<file path="src/rtl/dmarep_pkg.sv">
package dmarep_pkg;
   localparam int WORD_W  = 16;
   localparam int SEL_W   = 3;
   localparam int NUM_SRC = 1 << SEL_W;

   typedef enum logic [1:0] {
      RS_MEM  = 2'd0,
      RS_IO   = 2'd1,
      RS_CNT  = 2'd2,
      RS_CTRL = 2'd3
   } regsel_e;

   typedef struct packed {
      logic             step_dn;
      logic             rep_en;
      logic             irq_en;
      logic [SEL_W-1:0] src;
      logic             word;
      logic             run;
   } ctrl_t;

   typedef enum logic [1:0] {
      SQ_IDLE = 2'd0,
      SQ_RD   = 2'd1,
      SQ_WR   = 2'd2
   } sq_e;
endpackage

</file>
<file path="src/rtl/dmarep_ctl.sv">
module dmarep_ctl
   import dmarep_pkg::*;
#(
   parameter int ADDR_W = 16
)(
   input  logic              clk,
   input  logic              rst_n,
   input  logic              cfg_we,
   input  logic              cfg_re,
   input  logic [1:0]        cfg_sel,
   input  logic [WORD_W-1:0] cfg_wdata,
   output ctrl_t             ctrl,
   output logic [ADDR_W-1:0] io_addr
);
   regsel_e sel;
   logic    armed;
   logic    ctrl_hit;
   logic    ctrl_ok;

   assign sel      = regsel_e'(cfg_sel);
   assign ctrl_hit = cfg_we && (sel == RS_CTRL);
   assign ctrl_ok  = ctrl_hit && (!cfg_wdata[0] || armed);

   always_ff @(posedge clk or negedge rst_n) begin
      if (!rst_n) begin
         ctrl    <= '0;
         io_addr <= '0;
         armed   <= 1'b0;
      end else begin
         if (ctrl_ok)
            ctrl <= ctrl_t'(cfg_wdata[$bits(ctrl_t)-1:0]);
         if (ctrl_hit)
            armed <= 1'b0;
         else if (cfg_re && (sel == RS_CTRL) && !ctrl.run)
            armed <= 1'b1;
         if (cfg_we && (sel == RS_IO))
            io_addr <= cfg_wdata[ADDR_W-1:0];
      end
   end

   AST_LOCKED_CTRL: assert property (@(posedge clk) disable iff (!rst_n)
      (ctrl_hit && !armed && cfg_wdata[0]) |=> $stable(ctrl))
      else $error("locked control changed");
   AST_IO_FIXED: assert property (@(posedge clk) disable iff (!rst_n)
      !(cfg_we && (sel == RS_IO)) |=> $stable(io_addr))
      else $error("io pointer moved");
endmodule

</file>
<file path="src/rtl/dmarep_req.sv">
module dmarep_req
   import dmarep_pkg::*;
#(
   parameter bit TRIG_EDGE = 1'b1
)(
   input  logic               clk,
   input  logic               rst_n,
   input  logic [NUM_SRC-1:0] trig_in,
   input  logic [SEL_W-1:0]   src,
   input  logic               run,
   input  logic               take,
   output logic               pend
);
   logic hit;

   generate
      if (TRIG_EDGE) begin : g_edge
         logic [NUM_SRC-1:0] trig_q;
         always_ff @(posedge clk or negedge rst_n) begin
            if (!rst_n) trig_q <= '0;
            else        trig_q <= trig_in;
         end
         assign hit = trig_in[src] & ~trig_q[src];
      end else begin : g_level
         assign hit = trig_in[src];
      end
   endgenerate

   always_ff @(posedge clk or negedge rst_n) begin
      if (!rst_n)    pend <= 1'b0;
      else if (!run) pend <= 1'b0;
      else           pend <= (pend & ~take) | hit;
   end

   AST_PEND_HELD: assert property (@(posedge clk) disable iff (!rst_n)
      (run && pend && !take) |=> pend)
      else $error("pending request lost");
endmodule

</file>
<file path="src/rtl/dmarep_ring.sv">
module dmarep_ring #(
   parameter int ADDR_W = 16,
   parameter int CNT_W  = 8
)(
   input  logic              clk,
   input  logic              rst_n,
   input  logic              mem_we,
   input  logic              cnt_we,
   input  logic [ADDR_W-1:0] addr_wd,
   input  logic [CNT_W-1:0]  cnt_wd,
   input  logic              done,
   input  logic              word,
   input  logic              step_dn,
   input  logic              hold,
   output logic [ADDR_W-1:0] mem_addr,
   output logic [CNT_W-1:0]  cnt,
   output logic              eob
);
   logic [ADDR_W-1:0] mem_base;
   logic [ADDR_W-1:0] step;
   logic [ADDR_W-1:0] nxt;
   logic [CNT_W-1:0]  cnt_base;
   logic              last;

   assign step = word ? ADDR_W'(2) : ADDR_W'(1);
   assign nxt  = step_dn ? (mem_addr - step) : (mem_addr + step);
   assign last = (cnt == CNT_W'(1));

   always_ff @(posedge clk or negedge rst_n) begin
      if (!rst_n) begin
         mem_addr <= '0;
         mem_base <= '0;
      end else if (mem_we) begin
         mem_addr <= addr_wd;
         mem_base <= addr_wd;
      end else if (done && !hold) begin
         mem_addr <= last ? mem_base : nxt;
      end
   end

   always_ff @(posedge clk or negedge rst_n) begin
      if (!rst_n) begin
         cnt      <= '0;
         cnt_base <= '0;
      end else if (cnt_we) begin
         cnt      <= cnt_wd;
         cnt_base <= cnt_wd;
      end else if (done) begin
         cnt <= last ? cnt_base : (cnt - CNT_W'(1));
      end
   end

   always_ff @(posedge clk or negedge rst_n) begin
      if (!rst_n) eob <= 1'b0;
      else        eob <= done && last;
   end

   AST_RELOAD_CNT: assert property (@(posedge clk) disable iff (!rst_n)
      eob |-> (cnt == cnt_base))
      else $error("count not restored");
   AST_EOB_SINGLE: assert property (@(posedge clk) disable iff (!rst_n)
      eob |=> !eob)
      else $error("end pulse too long");
   AST_HOLD_ADDR: assert property (@(posedge clk) disable iff (!rst_n)
      (hold && !mem_we) |=> $stable(mem_addr))
      else $error("pointer moved in hold mode");
endmodule

</file>
<file path="src/rtl/dmarep_seq.sv">
module dmarep_seq
   import dmarep_pkg::*;
#(
   parameter int ADDR_W = 16
)(
   input  logic              clk,
   input  logic              rst_n,
   input  logic              pend,
   input  logic              run,
   input  logic              to_mem,
   input  logic              word,
   input  logic [ADDR_W-1:0] mem_addr,
   input  logic [ADDR_W-1:0] io_addr,
   input  logic              bus_ack,
   input  logic [WORD_W-1:0] bus_rdata,
   output logic              take,
   output logic              done,
   output logic              bus_req,
   output logic              bus_we,
   output logic              bus_size,
   output logic [ADDR_W-1:0] bus_addr,
   output logic [WORD_W-1:0] bus_wdata
);
   sq_e               st;
   logic [ADDR_W-1:0] src_q;
   logic [ADDR_W-1:0] dst_q;
   logic [WORD_W-1:0] data_q;
   logic              size_q;

   assign take = (st == SQ_IDLE) && pend && run;
   assign done = (st == SQ_WR) && bus_ack;

   always_ff @(posedge clk or negedge rst_n) begin
      if (!rst_n) begin
         st     <= SQ_IDLE;
         src_q  <= '0;
         dst_q  <= '0;
         data_q <= '0;
         size_q <= 1'b0;
      end else begin
         case (st)
            SQ_IDLE: if (take) begin
               src_q  <= to_mem ? io_addr : mem_addr;
               dst_q  <= to_mem ? mem_addr : io_addr;
               size_q <= word;
               st     <= SQ_RD;
            end
            SQ_RD: if (bus_ack) begin
               data_q <= bus_rdata;
               st     <= SQ_WR;
            end
            SQ_WR: if (bus_ack) st <= SQ_IDLE;
            default: st <= SQ_IDLE;
         endcase
      end
   end

   assign bus_req   = (st != SQ_IDLE);
   assign bus_we    = (st == SQ_WR);
   assign bus_size  = size_q;
   assign bus_addr  = (st == SQ_WR) ? dst_q : src_q;
   assign bus_wdata = size_q ? data_q : {8'h00, data_q[7:0]};

   AST_BEAT_HOLD: assert property (@(posedge clk) disable iff (!rst_n)
      (bus_req && !bus_ack) |=> (bus_req && $stable(bus_addr) && $stable(bus_we)))
      else $error("beat dropped before ack");
   AST_WR_AFTER_RD: assert property (@(posedge clk) disable iff (!rst_n)
      (bus_req && !bus_we && bus_ack) |=> (bus_req && bus_we))
      else $error("read not followed by write");
   AST_QUIET_OFF: assert property (@(posedge clk) disable iff (!rst_n)
      (!bus_req && !run) |=> !bus_req)
      else $error("beat started while stopped");
endmodule

</file>
<file path="src/rtl/dmarep_chan.sv">
module dmarep_chan
   import dmarep_pkg::*;
#(
   parameter int ADDR_W    = 16,
   parameter int CNT_W     = 8,
   parameter int RX_SRC    = 5,
   parameter bit TRIG_EDGE = 1'b1
)(
   input  logic               clk,
   input  logic               rst_n,
   input  logic               cfg_we,
   input  logic               cfg_re,
   input  logic [1:0]         cfg_sel,
   input  logic [WORD_W-1:0]  cfg_wdata,
   output logic [WORD_W-1:0]  cfg_rdata,
   input  logic [NUM_SRC-1:0] trig_in,
   output logic               bus_req,
   output logic               bus_we,
   output logic               bus_size,
   output logic [ADDR_W-1:0]  bus_addr,
   output logic [WORD_W-1:0]  bus_wdata,
   input  logic [WORD_W-1:0]  bus_rdata,
   input  logic               bus_ack,
   output logic               eob,
   output logic               irq
);
   generate
      if (ADDR_W < 2 || ADDR_W > WORD_W) begin : g_bad_addr
         $error("ADDR_W must lie in 2..16");
      end
      if (CNT_W < 1 || CNT_W > WORD_W) begin : g_bad_cnt
         $error("CNT_W must lie in 1..16");
      end
      if (RX_SRC < 0 || RX_SRC >= NUM_SRC) begin : g_bad_src
         $error("RX_SRC out of source range");
      end
   endgenerate

   ctrl_t             ctrl;
   regsel_e           sel;
   logic [ADDR_W-1:0] io_addr;
   logic [ADDR_W-1:0] mem_addr;
   logic [CNT_W-1:0]  cnt;
   logic              pend, take, done;
   logic              hold, to_mem;

   assign sel    = regsel_e'(cfg_sel);
   assign hold   = ctrl.irq_en & ctrl.rep_en;
   assign to_mem = (ctrl.src == SEL_W'(RX_SRC));

   dmarep_ctl #(.ADDR_W(ADDR_W)) u_ctl (
      .clk(clk), .rst_n(rst_n), .cfg_we(cfg_we), .cfg_re(cfg_re),
      .cfg_sel(cfg_sel), .cfg_wdata(cfg_wdata), .ctrl(ctrl), .io_addr(io_addr)
   );

   dmarep_req #(.TRIG_EDGE(TRIG_EDGE)) u_req (
      .clk(clk), .rst_n(rst_n), .trig_in(trig_in), .src(ctrl.src),
      .run(ctrl.run), .take(take), .pend(pend)
   );

   dmarep_ring #(.ADDR_W(ADDR_W), .CNT_W(CNT_W)) u_ring (
      .clk(clk), .rst_n(rst_n),
      .mem_we(cfg_we && (sel == RS_MEM)), .cnt_we(cfg_we && (sel == RS_CNT)),
      .addr_wd(cfg_wdata[ADDR_W-1:0]), .cnt_wd(cfg_wdata[CNT_W-1:0]),
      .done(done), .word(ctrl.word), .step_dn(ctrl.step_dn), .hold(hold),
      .mem_addr(mem_addr), .cnt(cnt), .eob(eob)
   );

   dmarep_seq #(.ADDR_W(ADDR_W)) u_seq (
      .clk(clk), .rst_n(rst_n), .pend(pend), .run(ctrl.run), .to_mem(to_mem),
      .word(ctrl.word), .mem_addr(mem_addr), .io_addr(io_addr),
      .bus_ack(bus_ack), .bus_rdata(bus_rdata), .take(take), .done(done),
      .bus_req(bus_req), .bus_we(bus_we), .bus_size(bus_size),
      .bus_addr(bus_addr), .bus_wdata(bus_wdata)
   );

   always_comb begin
      case (sel)
         RS_MEM:  cfg_rdata = WORD_W'(mem_addr);
         RS_IO:   cfg_rdata = WORD_W'(io_addr);
         RS_CNT:  cfg_rdata = WORD_W'(cnt);
         default: cfg_rdata = WORD_W'(ctrl);
      endcase
   end

   assign irq = eob & ctrl.irq_en;
endmodule

</file>
<file path="config.mk">
export PLATFORM = sky130hd
export DESIGN_NAME = dmarep_chan
export DESIGN_NICKNAME = d
export VERILOG_FILES = /design/src/rtl/dmarep_pkg.sv /design/src/rtl/dmarep_ctl.sv /design/src/rtl/dmarep_req.sv /design/src/rtl/dmarep_ring.sv /design/src/rtl/dmarep_seq.sv /design/src/rtl/dmarep_chan.sv
export SDC_FILE = /design/constraint.sdc
export NUM_CORES = 1
export LEC_CHECK = 0
export ABC_AREA = 1
export BUFFER_PORTS_ARGS = -buffer_cell sky130_fd_sc_hd__buf_4
export CORE_ASPECT_RATIO = 2
export CORE_MARGIN = 3
export CORE_UTILIZATION = 38
export CTS_CLUSTER_SIZE = 25
export DETAILED_ROUTE_END_ITERATION = 8
export PLACE_DENSITY = 0.54
export SLEW_MARGIN = 5
export SYNTH_ARGS = -nofsm -noshare
export SYNTH_HDL_FRONTEND = slang
export SYNTH_SLANG_ARGS = --single-unit
</file>
<file path="constraint.sdc">
create_clock -name clk -period 5.1 [get_ports clk]
set_clock_uncertainty 0.1 [all_clocks]
set_input_delay 1.02 -clock clk [delete_from_list [all_inputs] [get_ports clk]]
set_output_delay 1.02 -clock clk [all_outputs]
set_load 0.05 [all_outputs]
</file>
## Word level (Yosys, flattened, before mapping)

Index checks and enable logic that the tools add are counted.

- Register bits after elaboration: 134
- Bits of input ports: 47
- Output and inout bits: 53
- Logic and storage cells: 90

- $add $sub $neg: 3
- Magnitude comparators: 1
- Eq/ne operators: 10
- Mux-type cells: 24
- Bitwise operators: 7
- Reduce and logical (&&, ||, !) cells: 25

Operators by type and width:

| kind | count |
|---|---|
| 2-to-1 mux 16 bit | 8 |
| case mux 16 bit (3 select lines) | 1 |
| 2-to-1 mux 8 bit | 3 |
| adder 16 bit | 1 |
| subtractor 16 bit | 1 |
| logical AND 1 bit | 12 |
| equality test 8 x 1 -> 1 bit (second input constant) | 1 |
| 2-to-1 mux 2 bit | 4 |
| nonzero test 2 bit | 4 |
| subtractor 8 x 1 -> 8 bit (second input constant) | 1 |
| binary-select mux 1 bit (select 3 bit) | 2 |
| equality test 2 bit (second input constant) | 3 |
| case mux 2 bit (3 select lines) | 1 |
| 2-to-1 mux 1 bit | 5 |
| bitwise AND 1 bit | 4 |
| equality test 2 x 1 -> 1 bit (second input constant) | 2 |
| zero test 2 bit | 2 |
| < comparator 3 x 4 -> 1 bit (second input constant) | 1 |
| inequality test 2 bit (second input constant) | 2 |
| AND reduction 2 bit | 2 |
| equality test 3 bit (second input constant) | 1 |
| zero test 1 bit | 3 |
| AND reduction 3 bit | 1 |
| inequality test 2 x 1 -> 1 bit (second input constant) | 1 |
| 3 further kinds | 4 |

## Depth between registers and ports, before layout

- Depth after elaboration: 7
- Mapped depth: 13
- Depth with buffers taken out: 13

## Cells and area by module

From an unflattened synthesis, not the netlist that was laid out.

- Cells, all modules: 1123
- Area, all modules: 7975.1 um^2

Modules (own cells, without submodules):

| module | times used | cells an instance | area an instance (um^2) | seq. area each (um^2) |
|---|---|---|---|---|
| dmarep_ring | 1 | 482 | 3354.5 | 1226.2 |
| dmarep_seq | 1 | 402 | 2748.9 | 1276.2 |
| dmarep_ctl | 1 | 112 | 1032.2 | 625.6 |
| dmarep_chan | 1 | 83 | 459.2 | 0.0 |
| dmarep_req | 1 | 44 | 380.4 | 225.2 |

## Worst setup path after synthesis

Ideal clock, no wire load.

- Kind: input port to output port
- Start point: input port cfg_sel[0]
- End point: output port cfg_rdata[0]
- Arrival time: 2.264 ns
- Required time: 3.980 ns
- Setup slack: 1.716 ns
- Cell stages on the path: 2
- Buffers on the path: 0
- Cells stage by stage: nand2_1 > o21ai_0

- Cells in the longest elaborated chain, start to end: 2
- Elaborated cells between the ends (all ways): 4
- Classes of those cells: 2 x eq/ne; 1 x mux; 1 x reduce/logical

RTL lines:

| what | RTL line | RTL |
|---|---|---|
| start: declaration | dmarep_chan.sv:13 | `input logic [1:0] cfg_sel,` |
| equality test 2 bit (tied with other cells) | dmarep_chan.sv:78 | `case (sel)` |
| case mux 16 bit (3 select lines) (*) | dmarep_chan.sv:78 |  |
| end: declaration | dmarep_chan.sv:15 | `output logic [WORD_W-1:0] cfg_rdata,` |

Every way passes the cells marked *; elsewhere a longest branch is shown, timed or not.

## Final worst setup path

- Start point: input port cfg_sel[0]
- End point: output port cfg_rdata[4]

The elaborated chain is that of the path after synthesis.

==> flow_summary.toml <==
[layout]
stdcell_area_um2 = 8870
final_common_cell = "nand2_1"
area_growth_pct = 19.9
layout_common_cells = "nand2_1, inv_1, dfrtp_1"
drive_gt1_share_pct = 15.5
fin_nets = 1119
antenna_cells = 0

[floorplan]
io_pins = 100
die_h_um = 203
dieWidth_um = 105
die_area_um2 = 21300
start_util_pct = 39.1
rows = 71
core_um2 = 18900

[setup_path]
reg2reg_to = "u_ring.mem_addr[12]"
cp_cell_sequence = "buf_4, inv_2, nor2_1, inv_1, o22ai_1, a21oi_1, o21ai_0, buf_4"
rrSetupSlack_ns = 2.41
worst-path-buf-inv = 4
path_class = "input pin to output port"
cp_max_fo = 15
critical-path-top-delay-family = "buffers and inverters"
cp-end-kind = "output port"
cp_slowest_cell = "inv_1"
critPathMaxStageDelay_ns = 0.39
start_kind = "input pin"
crit-reg2reg-launch = "u_ctl.ctrl[7]"
required_ns = 3.98
critPathArrivalTime_ns = 2.33
crit_path_frequent_cell = "buf_4"
reg2reg_depth = 12
startpoint = "cfg_sel[0]"

[drt]
via_count = 6536
first_iter_violations = 279
vias_per_cell = 4.95
drc = 0
wl_per_cell_um = 16.9
drt-pass1-iter-count = 6
detail-route-antenna-nets = 0
wl_um = 22300

[timing]
grt_setup_unrepaired = "false"
max-slew-margin-rel_pct = 28.3
setup_violations = 0
final_hold_viol_count = 0
slew_viol_final = 0
min_period_over_period_pct = 67.6
max_freq_mhz = 290
tns_ns = 0
setup_slack_ns = 1.65
min_period_ns = 3.45
worst_pin_slew_ns = 1.07

[placed_design]
gp_congestion = 0.918
place_ws_ns = 1.66
dp_hpwl_um = 16800
port_buffers = 99
dpl_cell_area_um2 = 8260

[global_routing]
antenna_found_initial = 0
grt_pass1_vias = 6701
grt_use_total_pct = 21.6
grt_max_degree = 62
overflow = 0
grt_pass1_wl_um = 35400

[clocking]
clk_latency_ns = 0.42
postCtsSetupRepairBufs = 0
cts_tree = "done"
clockBufferDepth = 2
cts-buffers-inserted = 17
clkTransAtPathRegs_ns = 0.06
cts_sinks = 134
htree_levels = 4
cts_resized = 0
cts_hold_buf = 0
clockRootBuffer = "clkbuf_16"

[outcome]
outcome = "finished, final reports clean"

[logic_synthesis]
synth_area_um2 = 7390
synth_top_area_share_pct = 45.3
syn_inst = 973
postSynthAreaPerCell_um2 = 7.60
synth_top_cell_by_area = "dfrtp_1"
synth.yosys.warnings = 0
synth_seq_cells = 134
synth_area_leaders = "dfrtp_1, nand2_1, inv_1, o21ai_0, a21oi_1"
synth_nets = 1038
synth_cell_types = 32
synth-seq-area-share_pct = 45.3

[power_and_ir_drop]
p_leak_nw = 4.74
ir_drop_v = 0.000319
power_density_nw_per_um2 = 604

[run]
cap_violations = 0

[min_path]
min_to = "u_ring.mem_base[6]"
min_from = "u_ring.mem_base[6]"
min_path_type = "flip-flop to flip-flop"
whs_path_depth = 2
Yosys cell counts:
master,number
buf_4,11
o22ai_1,26
nand2_2,2
nor2_1,53
o21ai_0,117
nor3_4,2
buf_6,2
inv_2,6
o21bai_1,2
a221oi_1,1
o21ai_2,1
nor3_1,3
xor2_1,2
ha_1,17
inv_1,164
buf_2,18
nand2_1,249
xnor2_1,3
or2_2,1
o211ai_1,11
mux2_2,16
o31ai_1,1
dfrtp_1,134
nor2_4,3
a31oi_1,3
nand3_1,36
a21oi_1,50
o221ai_1,4
fa_1,1
clkbuf_1,10
nand4_1,4
o21ai_1,20
worst max path at each step:
stage | to | cells past startpoint
after global routing | cfg_rdata[4] | 8
after global placement | cfg_rdata[4] | 7
after floorplan | cfg_rdata[0] | 2
after detailed placement | cfg_rdata[4] | 7
final | cfg_rdata[4] | 8
after CTS | cfg_rdata[4] | 7
area by class of cell:
type | count | area (um^2)
clock buffers | 18 | 439
inverters | 170 | 638
fillers | 1977 | 10100
flip-flops and latches | 134 | 3350
multi-input cells | 628 | 3170
well taps | 255 | 319
repair buffers | 103 | 777
clock inverters | 13 | 173
registers in the layout, indices dropped and copies added (netlist names):
register and count:
u_ring.eob 1, u_req.pend 1, u_seq.src_q 16, u_seq.data_q 16
u_ctl.io_addr 16, u_ring.cnt_base 8, u_ring.mem_addr 16, u_ctl.armed 1
u_ctl.ctrl 8, u_req.g_edge.trig_q 8, u_seq.dst_q 16, u_ring.mem_base 16
u_seq.st 2, u_ring.cnt 8, u_seq.bus_size 1
power by group:
group          switching, mW  leakage (nW)  internal, mW
logic                   1.60          2.79         0.776
registers              0.292          1.66          1.40
clock network          0.499         0.291         0.787
kinds of logic (layout without fill, tap and decap cells):
logic type      count (synthesis)  count (layout)  synth area share (%)
compound gates                236             236                  17.2
xor+xnor                        5               5                 0.592
fa+ha+maj                      18              18                  3.15
buf+inv                       211             304                  11.8
flops                         134             134                  45.3
mux                            16              16                  2.44
simple gates                  353             353                  19.5
layer usage:
metal / share of wire (%) / track usage, %
met1: 37 / 21.4
met2: 55 / 42.1
met3: 3.3 / 2.91
met4: 5.1 / 12.4
met5: 0 / 0
worst reg2reg max path, cell delays in order, from the launching register on:
cell	delay, ns
dfrtp_1	0.75
inv_1	0.19
nor2_1	0.20
inv_1	0.08
fa_1	0.44
inv_1	0.11
nand3_1	0.07
nand3_1	0.15
nand3_1	0.12
nand4_1	0.09
nand3_1	0.15
nand2_1	0.10
nand2_1	0.05
per-stage QoR:
stage,power [mW],instances,util (%),hold WS [ns]
2_1_floorplan,3.38,973,-,0.337
3_3_place_gp,4.08,1290,43.6,0.349
3_5_place_dp,4.10,1290,43.6,0.359
4_1_cts,5.40,1321,46.9,0.374
5_1_grt,5.73,1321,46.9,0.389
6_report,5.35,1321,46.9,0.370
(Power assumes the default switching activity.)
